### config.mk
export PLATFORM = sky130hd
export DESIGN_NAME = dual_steal_counter
export DESIGN_NICKNAME = d
export VERILOG_FILES = /design/src/rtl/steal_tc_pkg.sv /design/src/rtl/steal_tc_ctrl.sv /design/src/rtl/steal_tc_dpath.sv /design/src/rtl/dual_steal_counter.sv
export SDC_FILE = /design/constraint.sdc
export NUM_CORES = 1
export LEC_CHECK = 0
export CELL_PAD_IN_SITES_DETAIL_PLACEMENT = 1
export CELL_PAD_IN_SITES_GLOBAL_PLACEMENT = 1
export CORE_MARGIN = 5
export CORE_UTILIZATION = 42
export CTS_CLUSTER_DIAMETER = 60
export DETAILED_ROUTE_END_ITERATION = 10
export HOLD_SLACK_MARGIN = 0.02
export PLACE_DENSITY = 0.9
export SYNTH_ARGS = -nofsm -noshare
export SYNTH_HDL_FRONTEND = slang
export SYNTH_SLANG_ARGS = --single-unit
### constraint.sdc
create_clock -name clk -period 2.4 [get_ports clk]
set_input_delay 0.48 -clock clk [delete_from_list [all_inputs] [get_ports clk]]
set_output_delay 0.48 -clock clk [all_outputs]
set_load 0.01 [all_outputs]
### src/rtl/steal_tc_pkg.sv
package steal_tc_pkg;

  typedef enum logic [1:0] {
    MODE_STOP  = 2'b00,
    MODE_EVENT = 2'b01,
    MODE_TIMER = 2'b10,
    MODE_RSVD  = 2'b11
  } tcMode_e;

  localparam int MODE_LSB = 0;
  localparam int RATE_LSB = 2;
  localparam int CLR_BIT  = 4;

  // Per-channel strobes from control to datapath
  typedef struct packed {
    logic inc;
    logic load;
    logic clrFlag;
  } chStrobe_t;

endpackage

### src/rtl/steal_tc_ctrl.sv
module steal_tc_ctrl
  import steal_tc_pkg::*;
#(
  parameter int NCH         = 2,
  parameter int DATA_W      = 12,
  parameter int NTAP        = 4,
  parameter int SYNC_STAGES = 2,
  parameter int SEL_W       = $clog2(NCH) + 1,
  parameter int RATE_W      = $clog2(NTAP)
) (
  input  logic                 clk,
  input  logic                 rstN,
  input  logic                 wrEn,
  input  logic [SEL_W-1:0]     wrSel,
  input  logic [DATA_W-1:0]    wrData,
  input  logic [NCH-1:0]       evtPin,
  input  logic [NTAP-1:0]      tapBus,
  input  logic                 cycStrobe,
  output logic                 stall,
  output chStrobe_t [NCH-1:0]  strb
);

  localparam int CH_W = SEL_W - 1;

  logic [SYNC_STAGES-1:0] syncQ [NCH];
  tcMode_e                modeQ [NCH];
  logic [RATE_W-1:0]      rateQ [NCH];
  logic [NCH-1:0] srcLvl, prevLvl, armed, pending, running, cntEdge;
  logic [NCH-1:0] cmdWr, ldWr, grant;
  logic           stealQ;

  // Fixed priority: lowest channel index wins at a strobe
  always_comb begin
    grant = '0;
    if (cycStrobe) begin
      for (int k = NCH - 1; k >= 0; k--) begin
        if (pending[k]) begin
          grant    = '0;
          grant[k] = 1'b1;
        end
      end
    end
  end

  always_ff @(posedge clk) begin
    if (!rstN)          stealQ <= 1'b0;
    else if (cycStrobe) stealQ <= |pending;
  end

  assign stall = stealQ;

  for (genvar i = 0; i < NCH; i++) begin : g_ch
    assign cmdWr[i] = wrEn && !wrSel[SEL_W-1] && (wrSel[CH_W-1:0] == CH_W'(i));
    assign ldWr[i]  = wrEn &&  wrSel[SEL_W-1] && (wrSel[CH_W-1:0] == CH_W'(i));

    assign running[i] = (modeQ[i] == MODE_EVENT) || (modeQ[i] == MODE_TIMER);
    assign srcLvl[i]  = (modeQ[i] == MODE_EVENT) ? syncQ[i][SYNC_STAGES-1]
                                                 : tapBus[rateQ[i]];
    assign cntEdge[i] = running[i] && armed[i] && srcLvl[i] && !prevLvl[i];

    always_ff @(posedge clk) begin
      if (!rstN) begin
        syncQ[i]   <= '0;
        modeQ[i]   <= MODE_STOP;
        rateQ[i]   <= '0;
        prevLvl[i] <= 1'b0;
        armed[i]   <= 1'b0;
        pending[i] <= 1'b0;
      end else begin
        syncQ[i]   <= {syncQ[i][SYNC_STAGES-2:0], evtPin[i]};
        prevLvl[i] <= srcLvl[i];
        if (cmdWr[i]) begin
          modeQ[i]   <= tcMode_e'(wrData[MODE_LSB +: 2]);
          rateQ[i]   <= wrData[RATE_LSB +: RATE_W];
          armed[i]   <= 1'b0;
          pending[i] <= 1'b0;
        end else begin
          if (!srcLvl[i]) armed[i] <= 1'b1;
          pending[i] <= cntEdge[i] | (pending[i] & ~grant[i]);
        end
      end
    end

    assign strb[i].inc     = grant[i];
    assign strb[i].load    = ldWr[i];
    assign strb[i].clrFlag = cmdWr[i] && wrData[CLR_BIT];

    // a stopped channel never holds a request
    assert_stop_no_pending_R9: assert property (@(posedge clk) disable iff (!rstN)
      !running[i] |=> !pending[i]);

    if (i > 0) begin : g_pri
      // a higher channel is granted only when no lower one waits
      assert_priority_R5: assert property (@(posedge clk) disable iff (!rstN)
        grant[i] |-> !(|pending[i-1:0]));
    end
  end

  // at most one increment per boundary
  assert_one_grant_R5: assert property (@(posedge clk) disable iff (!rstN)
    $onehot0(grant));

  // a grant always opens a stolen cycle
  assert_grant_stalls_R11: assert property (@(posedge clk) disable iff (!rstN)
    (|grant) |=> stall);

  // stall edges line up with instruction boundaries
  assert_stall_rise_R11: assert property (@(posedge clk) disable iff (!rstN)
    $rose(stall) |-> $past(cycStrobe));
  assert_stall_fall_R11: assert property (@(posedge clk) disable iff (!rstN)
    $fell(stall) |-> $past(cycStrobe));

endmodule

### src/rtl/steal_tc_dpath.sv
module steal_tc_dpath
  import steal_tc_pkg::*;
#(
  parameter int NCH   = 2,
  parameter int CNT_W = 12
) (
  input  logic                  clk,
  input  logic                  rstN,
  input  chStrobe_t [NCH-1:0]   strb,
  input  logic [CNT_W-1:0]      loadData,
  output logic [NCH*CNT_W-1:0]  countBus,
  output logic [NCH-1:0]        irq
);

  logic [CNT_W-1:0] cntQ [NCH];
  logic [NCH-1:0]   flagQ, wrapHit;

  for (genvar i = 0; i < NCH; i++) begin : g_cnt
    assign wrapHit[i] = strb[i].inc && !strb[i].load && (cntQ[i] == '1);

    always_ff @(posedge clk) begin
      if (!rstN) begin
        cntQ[i]  <= '0;
        flagQ[i] <= 1'b0;
      end else begin
        if (strb[i].load)     cntQ[i] <= loadData;
        else if (strb[i].inc) cntQ[i] <= cntQ[i] + 1'b1;

        if (wrapHit[i])            flagQ[i] <= 1'b1;
        else if (strb[i].clrFlag)  flagQ[i] <= 1'b0;
      end
    end

    assign countBus[i*CNT_W +: CNT_W] = cntQ[i];
    assign irq[i] = flagQ[i];

    // wrap lands on zero with the flag raised
    assert_wrap_flag_R7: assert property (@(posedge clk) disable iff (!rstN)
      (strb[i].inc && !strb[i].load && cntQ[i] == '1) |=> (flagQ[i] && cntQ[i] == '0));

    // the flag only rises from a wrap
    assert_flag_cause_R7: assert property (@(posedge clk) disable iff (!rstN)
      $rose(flagQ[i]) |-> $past(strb[i].inc && cntQ[i] == '1));

    // clearing without a coincident wrap leaves the flag low
    assert_flag_clear_R8: assert property (@(posedge clk) disable iff (!rstN)
      (strb[i].clrFlag && !wrapHit[i]) |=> !flagQ[i]);

    // the count moves only on a grant or a load
    assert_count_hold_R2: assert property (@(posedge clk) disable iff (!rstN)
      (!strb[i].inc && !strb[i].load) |=> $stable(cntQ[i]));
  end

endmodule

### src/rtl/dual_steal_counter.sv
module dual_steal_counter
  import steal_tc_pkg::*;
#(
  parameter int NCH         = 2,
  parameter int CNT_W       = 12,
  parameter int NTAP        = 4,
  parameter int SYNC_STAGES = 2
) (
  input  logic                     clk,
  input  logic                     rstN,
  input  logic                     wrEn,
  input  logic [$clog2(NCH):0]     wrSel,
  input  logic [CNT_W-1:0]         wrData,
  input  logic [NCH-1:0]           evtPin,
  input  logic [NTAP-1:0]          tapBus,
  input  logic                     cycStrobe,
  output logic                     stall,
  output logic [NCH-1:0]           irq,
  output logic [NCH*CNT_W-1:0]     countBus
);

  localparam int SEL_W  = $clog2(NCH) + 1;
  localparam int RATE_W = $clog2(NTAP);

  chStrobe_t [NCH-1:0] strb;

  steal_tc_ctrl #(
    .NCH(NCH), .DATA_W(CNT_W), .NTAP(NTAP), .SYNC_STAGES(SYNC_STAGES),
    .SEL_W(SEL_W), .RATE_W(RATE_W)
  ) u_ctrl (
    .clk(clk), .rstN(rstN), .wrEn(wrEn), .wrSel(wrSel), .wrData(wrData),
    .evtPin(evtPin), .tapBus(tapBus), .cycStrobe(cycStrobe),
    .stall(stall), .strb(strb)
  );

  steal_tc_dpath #(.NCH(NCH), .CNT_W(CNT_W)) u_dpath (
    .clk(clk), .rstN(rstN), .strb(strb), .loadData(wrData),
    .countBus(countBus), .irq(irq)
  );

endmodule

==> reports/results.tsv, run 1 <==
metric	value	unit
Synth Instances	219	
Hold Path Origin	u_ctrl.syncQ[1][0]$_SDFF_PN0_	
Ys Warns	0	
WP data arrival	2210	ps
pre-CTS setup slack	67.4	ps
Synth Net Count	247	
max-slew violations	0	
Post CTS Setup Buffer Count	0	
Max FO, Critical Path	9	
half-perimeter wire length after placement	4680	microns
final setup fails	0	
WL per Instance	17.9	microns
CP required	2530	ps
Hold Vio Cnt, Final	0	
Adder-Cell Fraction of Synth Area	2.19	%
initial antenna violation count	0	
vias in the first global route	1984	
fin cells	348	
Final nets	305	
Critical Path End Type	register	
vias	1882	
CTS tree	yes	
Layout area overhead	30.9	%
Inst Count DP	340	
WL final	6230	microns
die area	7010	sq um
skew final	7.90	ps
Worst Hold End	u_ctrl.syncQ[1][1]$_SDFF_PN0_	
status	complete, no violations	
hold_ws	441	ps
hold depth	1	
clock root cell	clkbuf_8	
clock sinks	45	
Worst VDD drop	0.000331	V
RSZ-0062 raised after global routing	false	
drt pass-1 iters	4	
area of the mapped netlist	2280	sq um
flop2flop setup slack	590	ps
flops & latches, synth	45	
global-route wire length before repair	10300	microns
Filler cells	577	
largest family of logic cells by synthesized area	simple AND/OR/NAND/NOR gates	
setup ws final	319	ps
Min-Delay Path Class	reg -> reg	
Synth area leader	edfxtp_1	
port bufs	50	
total negative slack	0	ps
CTS buffer count	5	
leak pwr	1.01	nW
post-synthesis mux area share	3.18	%
cell-internal power	1.25	mW
reg2reg start	u_dpath.cntQ[0][0]$_DFFE_PP_	
DRC violations left	0	
sw frac	24.6	%
Inserted Diodes	0	
Synth Area in Simple Gates	22.9	%
Synth Area in Compound Gates	8.65	%
XOR/XNOR Fraction of Synth Area	7.67	%
CTS Buffer Depth	2	
Logic pwr share	14.6	%
Slew Limit Headroom	36.7	%
syn_area_per_cell	10.4	sq um
share of Yosys cell area claimed by the top area cell type	42.1	%
Synth cell types	32	
Final ANT Viol Nets	0	
P_sw	0.408	mW
row cnt	26	
R2R depth	5	
Worst Setup Start Kind	input port	
commonest non-fill, non-tap cells in the layout	clkdlybuf4s50_1, edfxtp_1, nand2_1, o21ai_0, xnor2_1	
largest net degree at the start of global routing	18	
Async SR Flop Fraction	0	%
Top FF cell, synth	edfxtp_1	
Total Routing Usage GR	18.3	%
Max Fclk	0.481	GHz
Initial DRC Count	136	
Clock Latency Late Sink	300	ps
CTS Hold Buffers Added	0	
Starting Density	43.9	%
GP Congestion	0.755	
grt total ovfl	0	
CTS resizes	0	
H-tree depth	2	
Avg Vias per Cell	5.41	
clk slew on worst S/H paths	90	ps
io pins	51	
number of synthesized flops with an enable pin	32	
sequential fraction of the synthesis area	53.5	%
max cap viols	0	
CORE AREA	5200	sq um
slew at the pin closest to its max-slew limit	942	ps
pwr/cell area	555	nW/um^2
die width	83.8	microns
most common cell after layout, fill and taps aside	clkdlybuf4s50_1	
Crit Path Category	in -> reg	
Seq pwr share	55.8	%
Die Height	83.8	microns
reg-to-reg endpoint	u_dpath.cntQ[0][10]$_DFFE_PP_	
Clock power frac	29.6	%
layout cells sized above 1	5.40	%
fin crit share	86.7	%
post-layout min period	2080	ps
largest cells by area after synthesis	edfxtp_1, dfxtp_1, xnor2_1, nand2_1, o21ai_0	
kinds of logic after synthesis:
group,count (synthesis)
AO/OA/AOI/OAI,34
XOR/XNOR,20
adder cells (fa/ha/maj),4
buffers and inverters,11
flip-flops,45
multiplexers,4
AND/OR/NAND/NOR,101
through the flow:
step	cell area [sq um]	power (mW)	utilization (%)
floorplan	2280	1.04	-
global placement	2900	1.17	55.7
detailed placement	2900	1.18	55.7
CTS	2990	1.67	57.5
global route	2990	1.72	57.5
finish	2990	1.66	57.5
layout make-up:
type	instances	area (sq um)	share of cell area (%)
multi-input cells	163	1020	34.1
flip-flops and latches	45	1220	40.8
inverters	5	18.8	0.628
well taps	70	87.6	2.93
clock buffers	8	90.1	3.01
repair buffers	57	553	18.5
power groups by stage:
stage	registers [mW]	logic (mW)	clock network, mW
after floorplan	0.946	0.0900	0
after global placement	0.940	0.233	0
after detailed placement	0.944	0.241	0
after CTS	0.926	0.245	0.503
after global routing	0.934	0.264	0.525
final	0.926	0.242	0.491
state kept, by name (all words and copies together) (netlist names):
register and cells:
u_ctrl.armed 2, u_ctrl.modeQ 4, u_ctrl.pending 2, u_ctrl.prevLvl 2, u_ctrl.rateQ 4, u_ctrl.stall 1, u_ctrl.syncQ 4, u_dpath.cntQ 24
u_dpath.irq 2
worst max-delay path, stage by stage:
cell and delay, ps:
clkdlybuf4s50_1 520, and3_1 330, nor2_1 400, nand2_1 220
o21ai_0 250
Yosys cell counts (2+ instances only):
| master | n |
|---|---|
| a22oi_1 | 4 |
| nor3_1 | 7 |
| and2_1 | 13 |
| nor3b_1 | 2 |
| o31ai_1 | 3 |
| inv_1 | 5 |
| xor2_1 | 6 |
| nand4_1 | 5 |
| edfxtp_1 | 32 |
| and2b_2 | 2 |
| ha_1 | 4 |
| nand2_1 | 31 |
| o21ai_0 | 20 |
| or4b_1 | 2 |
| nor2_1 | 13 |
| buf_2 | 2 |
| nand3b_1 | 2 |
| nor2b_1 | 6 |
| a21boi_0 | 2 |
| mux2i_1 | 2 |
| a21oi_1 | 4 |
| and4_1 | 2 |
| nand3_1 | 11 |
| clkbuf_1 | 4 |
| mux4_1 | 2 |
| dfxtp_1 | 13 |
| nand2b_1 | 2 |
| xnor2_1 | 14 |
worst max path at each step:
stage / startpoint / cells after the start / slack [ps] / to
3_5_place_dp: wrSel[1] / 5 / 70 / u_dpath.cntQ[1][8]$_SDFFCE_PN0P_
5_1_grt: wrSel[1] / 5 / 100 / u_dpath.cntQ[1][8]$_SDFFCE_PN0P_
2_1_floorplan: u_dpath.cntQ[0][0]$_DFFE_PP_ / 5 / 730 / u_dpath.cntQ[0][10]$_DFFE_PP_
4_1_cts: wrSel[1] / 5 / 350 / u_dpath.cntQ[1][8]$_SDFFCE_PN0P_
6_report: wrSel[1] / 5 / 320 / u_dpath.cntQ[1][8]$_SDFFCE_PN0P_
3_3_place_gp: wrSel[1] / 5 / 190 / u_dpath.cntQ[1][7]$_SDFFCE_PN0P_
routing by layer:
metal	share of wire (%)	routed length, microns	GRT usage, %	vias to the layer above
li1	-	-	-	902
met1	44	2720	24.4	918
met2	51	3180	31.2	55
met3	4.7	296	2.86	7
met4	0.61	38	4.24	0
met5	0	0	0	-
No activity file was read; power rests on OpenSTA's default activity.
==> inputs of run 2 (changes only) <==
--- a/config.mk
+++ b/config.mk
@@ -13,6 +13,7 @@
 export DETAILED_ROUTE_END_ITERATION = 10
 export HOLD_SLACK_MARGIN = 0.02
 export PLACE_DENSITY = 0.9
+export SETUP_SLACK_MARGIN = 0.15
 export SYNTH_ARGS = -nofsm -noshare
 export SYNTH_HDL_FRONTEND = slang
 export SYNTH_SLANG_ARGS = --single-unit
==> reports/results.tsv, run 2 (synthesis gave the netlist of run 1 again) <==
metric	value	unit	change
largest net degree at the start of global routing	18		unchanged
fin cells	348		unchanged
layout cells sized above 1	5.76	%	+0.36 points
Hold Vio Cnt, Final	0		unchanged
Top delay family on crit path	compound AO/OA/AOI/OAI gates		
slew at the pin closest to its max-slew limit	942	ps	+0.00179 ps
Layout area overhead	31.0	%	about the same
Worst VDD drop	0.000332	V	+0.47%
sw frac	24.7	%	+0.13 points
status	complete, no violations		
slowest CP cell	o31ai_1		
final setup fails	0		unchanged
global-route wire length before repair	10300	microns	unchanged
Min-Delay Path Class	reg -> reg		
CTS tree	yes		
Max Fclk	0.512	GHz	+6.6%
clock sinks	45		unchanged
CTS Buffer Depth	2		unchanged
fin crit share	81.3	%	-5.4 points
CP required	2320	ps	-210 ps
max-slew violations	0		unchanged
half-perimeter wire length after placement	4680	microns	unchanged
hold depth	1		unchanged
CTS Hold Buffers Added	0		unchanged
io pins	51		unchanged
Clock Latency Late Sink	300	ps	about the same
GP Congestion	0.755		unchanged
Worst Path Buf+Inv	2		+1
die width	83.8	microns	unchanged
Final ANT Viol Nets	0		unchanged
commonest non-fill, non-tap cells in the layout	clkdlybuf4s50_1, edfxtp_1, nand2_1, o21ai_0, xnor2_1		
P_sw	0.411	mW	+0.70%
skew final	8.02	ps	+0.118 ps
Worst Hold End	u_ctrl.syncQ[1][1]$_SDFF_PN0_		
Hold Path Origin	u_ctrl.syncQ[1][0]$_SDFF_PN0_		
H-tree depth	2		unchanged
post-layout min period	1950	ps	-129 ps
most common cell after layout, fill and taps aside	clkdlybuf4s50_1		
row cnt	26		unchanged
Filler cells	575		-0.35%
leak pwr	1.01	nW	about the same
drt pass-1 iters	4		unchanged
Max FO, Critical Path	6		-3
pwr/cell area	555	nW/um^2	about the same
Inst Count DP	340		unchanged
Final nets	305		unchanged
Inserted Diodes	0		unchanged
Die Height	83.8	microns	unchanged
CORE AREA	5200	sq um	unchanged
clk slew on worst S/H paths	80	ps	about the same
Crit Path Category	in -> reg		
flop2flop setup slack	590	ps	about the same
Clock power frac	29.7	%	about the same
cell-internal power	1.25	mW	about the same
reg-to-reg endpoint	u_dpath.cntQ[0][10]$_DFFE_PP_		
WL per Instance	17.9	microns	-0.18%
reg2reg start	u_dpath.cntQ[0][0]$_DFFE_PP_		
Starting Density	43.9	%	unchanged
critical-path cell list	clkdlybuf4s50_1 > inv_1 > o31ai_1		
Post CTS Setup Buffer Count	0		unchanged
Worst Setup Start Kind	input port		
vias	1882		unchanged
clock root cell	clkbuf_8		
Initial DRC Count	136		unchanged
port bufs	50		unchanged
Slew Limit Headroom	36.7	%	about the same
Critical Path End Type	register		
Avg Vias per Cell	5.41		unchanged
max cap viols	0		unchanged
Largest register FFs	24		unchanged
Seq pwr share	55.7	%	about the same
total negative slack	0	ps	unchanged
Reg with most FFs	u_dpath.cntQ		
initial antenna violation count	0		unchanged
vias in the first global route	1984		unchanged
CTS resizes	0		unchanged
hold_ws	441	ps	-0.0530 ps
Total Routing Usage GR	18.3	%	unchanged
RSZ-0062 raised after global routing	false		
DRC violations left	0		unchanged
R2R depth	5		unchanged
Logic pwr share	14.6	%	about the same
grt total ovfl	0		unchanged
Core Util, Final	57.5	%	about the same
WL final	6220	microns	-0.18%
WP data arrival	1880	ps	-330 ps
die area	7010	sq um	unchanged
Crit path largest cell delay	760	ps	+240 ps
CTS buffer count	5		unchanged
==> run 2: cell counts in the layout (fill, tap and decap cells not counted) <==
No cell type changed its count.
==> run 2: per-stage QoR <==
stage	setup WS, ps	power, mW	cell area, sq um
global route	290	1.72	2990
detailed placement	67.4	1.18	2900
floorplan	726	1.04	2280
finish	448	1.66	2990
CTS	349	1.67	2990
global placement	192	1.17	2900
==> run 2: metal layers <==
metal	global-route usage [%]	vias to the layer above	part of all wire [%]
met2	31.2	50	51
li1	-	902	-
met5	0	-	0
met1	24.4	922	43
met4	4.24	0	0.66
met3	2.86	8	4.7
==> run 2: how the worst max path moves through the flow <==
| stage | slack (ps) | to | depth (start not counted) | from |
|---|---|---|---|---|
| final | 450 | u_ctrl.modeQ[0][1]$_SDFFCE_PN0P_ | 3 | wrEn |
| after global placement | 190 | u_dpath.cntQ[1][7]$_SDFFCE_PN0P_ | 5 | wrSel[1] |
| after floorplan | 730 | u_dpath.cntQ[0][10]$_DFFE_PP_ | 5 | u_dpath.cntQ[0][0]$_DFFE_PP_ |
| after global routing | 290 | u_dpath.cntQ[1][8]$_SDFFCE_PN0P_ | 5 | wrSel[1] |
| after CTS | 350 | u_dpath.cntQ[1][8]$_SDFFCE_PN0P_ | 5 | wrSel[1] |
| after detailed placement | 70 | u_dpath.cntQ[1][8]$_SDFFCE_PN0P_ | 5 | wrSel[1] |
==> run 2: power by group through the flow <==
stage          registers (mW)  logic (mW)  clock network [mW]
3_3_place_gp            0.940       0.233                   0
4_1_cts                 0.926       0.245               0.503
3_5_place_dp            0.944       0.241                   0
5_1_grt                 0.934       0.264               0.525
2_1_floorplan           0.946      0.0900                   0
6_report                0.926       0.242               0.494
==> run 2: final cells by class <==
cell class                      instances  area (sq um)  share of cell area (%)
Sequential cell                        45          1220                    40.8
Tap cell                               70          87.6                    2.93
Timing Repair Buffer                   57           553                    18.5
Inverter                                5          18.8                   0.627
Multi-Input combinational cell        163          1020                    34.2
Clock buffer                            8          90.1                    3.01
==> inputs of run 3 (changes only) <==
--- a/config.mk
+++ b/config.mk
@@ -8,11 +8,11 @@
 export CELL_PAD_IN_SITES_DETAIL_PLACEMENT = 1
 export CELL_PAD_IN_SITES_GLOBAL_PLACEMENT = 1
 export CORE_MARGIN = 5
-export CORE_UTILIZATION = 42
+export CORE_UTILIZATION = 35
 export CTS_CLUSTER_DIAMETER = 60
 export DETAILED_ROUTE_END_ITERATION = 10
 export HOLD_SLACK_MARGIN = 0.02
-export PLACE_DENSITY = 0.9
+export PLACE_DENSITY = 0.81
 export SETUP_SLACK_MARGIN = 0.15
 export SYNTH_ARGS = -nofsm -noshare
 export SYNTH_HDL_FRONTEND = slang
==> constraint.sdc (replaced) <==
create_clock -name clk -period 1.7 [get_ports clk]
set_input_delay 0.34 -clock clk [delete_from_list [all_inputs] [get_ports clk]]
set_output_delay 0.34 -clock clk [all_outputs]
set_load 0.01 [all_outputs]
==> reports/results.tsv, run 3 (synthesis gave the netlist of run 1 again) <==
metric	value	unit	change
status	complete, no violations		
Clock power frac	28.2	%	-1.5 points
pwr/cell area	710	nW/um^2	+28%
layout cells sized above 1	25.4	%	+20 points
Min-Delay Path Class	reg -> reg		
vias	2070		+10%
commonest non-fill, non-tap cells in the layout	buf_4, edfxtp_1, nand2_1, dlygate4sd2_1, clkdlybuf4s50_1		
Seq pwr share	53.3	%	-2.4 points
final setup fails	0		unchanged
Final nets	346		+13%
die area	8240	sq um	+18%
metal2 WL	3700	microns	+16%
largest net degree at the start of global routing	18		unchanged
Max FO, Critical Path	2		-4
DRC violations left	0		unchanged
port bufs	50		unchanged
initial antenna violation count	0		unchanged
Max Fclk	0.598	GHz	
Starting Density	36.0	%	-7.9 points
setup ws final	28.0	ps	-420 ps
RSZ-0062 raised after global routing	true		
Top Layer Used	met4		
CTS tree	yes		
metal3 WL	313	microns	+6.5%
clock sinks	45		unchanged
Worst Setup Start Kind	register		
Worst VDD drop	0.000460	V	+39%
drt pass-1 iters	4		unchanged
Hold Vio Cnt, Final	0		unchanged
Initial DRC Count	97		-29%
leak pwr	1.39	nW	+37%
Slew Limit Headroom	72.3	%	+36 points
sw frac	24.9	%	+0.18 points
Worst Hold End	u_ctrl.syncQ[0][1]$_SDFF_PN0_		
clock root cell	clkbuf_8		
CORE AREA	6350	sq um	+22%
register area	1220	sq um	unchanged
slew at the pin closest to its max-slew limit	413	ps	-529 ps
WL per Instance	18.5	microns	+3.2%
Non-Filler Cell Area, Final	3420	sq um	+14%
Final ANT Viol Nets	0		unchanged
global-route wire length before repair	11100	microns	+7.4%
WL final	7310	microns	+17%
Tot Pwr	2.43	mW	+46%
Placement Cell Area	3060	sq um	+5.7%
CTS Buffer Depth	2		unchanged
vias in the first global route	2166		+9.2%
area of the multi-input gates	1120	sq um	+9.4%
Largest register FFs	24		unchanged
Logic pwr share	18.5	%	+3.9 points
fin cells	396		+14%
Total Routing Usage GR	16.7	%	-1.6 points
Critical Path End Type	register		
reg-to-reg endpoint	u_dpath.cntQ[0][10]$_DFFE_PP_		
hold_ws	444	ps	+3.25 ps
max-slew violations	0		unchanged
skew final	7.09	ps	-0.931 ps
Inserted Diodes	0		unchanged
Reg with most FFs	u_dpath.cntQ		
grt total ovfl	0		unchanged
P_sw	0.604	mW	+47%
most common cell after layout, fill and taps aside	buf_4		
Die Height	90.8	microns	+8.4%
CP required	1750	ps	-570 ps
flop2flop setup slack	30	ps	-560 ps
post-layout min period	1670	ps	
met1 WL	3210	microns	+19%
GP Congestion	0.762		+0.85%
io pins	51		unchanged
reg2reg start	u_dpath.cntQ[0][0]$_DFFE_PP_		
CTS buffer count	5		unchanged
CTS Hold Buffers Added	0		unchanged
Crit Path Category	reg -> reg		
max cap viols	0		unchanged
row cnt	29		+12%
Clock Latency Late Sink	300	ps	about the same
pre-CTS setup slack	-235	ps	-303 ps
Layout area overhead	49.6	%	
Inst Count DP	366		+7.6%
half-perimeter wire length after placement	5010	microns	+7.1%
cell-internal power	1.82	mW	+46%
Avg Vias per Cell	5.23		-3.3%
H-tree depth	2		unchanged
Hold Path Origin	u_ctrl.syncQ[0][0]$_SDFF_PN0_		
R2R depth	5		unchanged
Filler cells	697		+21%
fin crit share	98.4	%	
hold depth	1		unchanged
die width	90.8	microns	+8.4%
WP data arrival	1720	ps	-160 ps
clk slew on worst S/H paths	80	ps	about the same
[run 3: cell types whose count changed in the layout (fill, tap and decap cells not counted), sizes merged]
cell / change
dlygate4sd2: +22
clkdlybuf4s50: -31
buf: +41
dlymetal6s2s: +8
clkbuf: +1
[run 3: power by group through the flow]
stage	Clock [mW]	Sequential, mW	Combinational (mW)
after floorplan	0	1.34	0.127
after global placement	0	1.32	0.376
after detailed placement	0	1.33	0.383
after CTS	0.707	1.29	0.419
after global routing	0.757	1.30	0.484
final	0.684	1.29	0.450
[run 3: final cells by class]
class | instances | share of cell area [%]
sequential | 45 | 35.7
multi-input combinational | 163 | 32.7
timing repair buffer | 98 | 25.5
tap | 77 | 2.82
clock buffer | 8 | 2.64
inverter | 5 | 0.549
[run 3: metal layers]
metal,track usage [%],vias to the layer above
met3,4.00,9
met5,0,-
met2,28.5,57
li1,-,979
met4,3.91,0
met1,21.3,1025
[run 3: timing repair]
item | in CTS | in global routing
pin swaps | 3 | 10
setup buffers | 17 | 5
endpoints found under the setup margin | 38 | 28
resized for setup | 33 | 34
[run 3: worst max-delay path, cell delays in order (launching register included)]
cell and delay, ps:
edfxtp_1 390, ha_2 200, and4_4 240, or3b_1 370
xor2_1 140, o21ai_0 90
[run 3: per-stage QoR]
step / setup TNS (ps) / util, %
floorplan: 0 / -
global placement: -3860 / 48.3
detailed placement: -6080 / 48.3
CTS: 0 / 51.7
global route: -45.7 / 53.8
finish: 0 / 53.8
[run 3: how the worst max path moves through the flow]
stage                                            start                                 to  slack, ps  cells past startpoint
after floorplan           u_dpath.cntQ[0][0]$_DFFE_PP_      u_dpath.cntQ[0][10]$_DFFE_PP_         30                      5
after global placement                            wrEn  u_dpath.cntQ[1][10]$_SDFFCE_PN0P_       -160                      6
after detailed placement                          wrEn   u_dpath.cntQ[1][8]$_SDFFCE_PN0P_       -240                      6
after CTS                 u_dpath.cntQ[0][6]$_DFFE_PP_                        countBus[6]          1                      2
after global routing      u_dpath.cntQ[0][0]$_DFFE_PP_      u_dpath.cntQ[0][10]$_DFFE_PP_        -40                      5
final                     u_dpath.cntQ[0][0]$_DFFE_PP_      u_dpath.cntQ[0][10]$_DFFE_PP_         30                      5
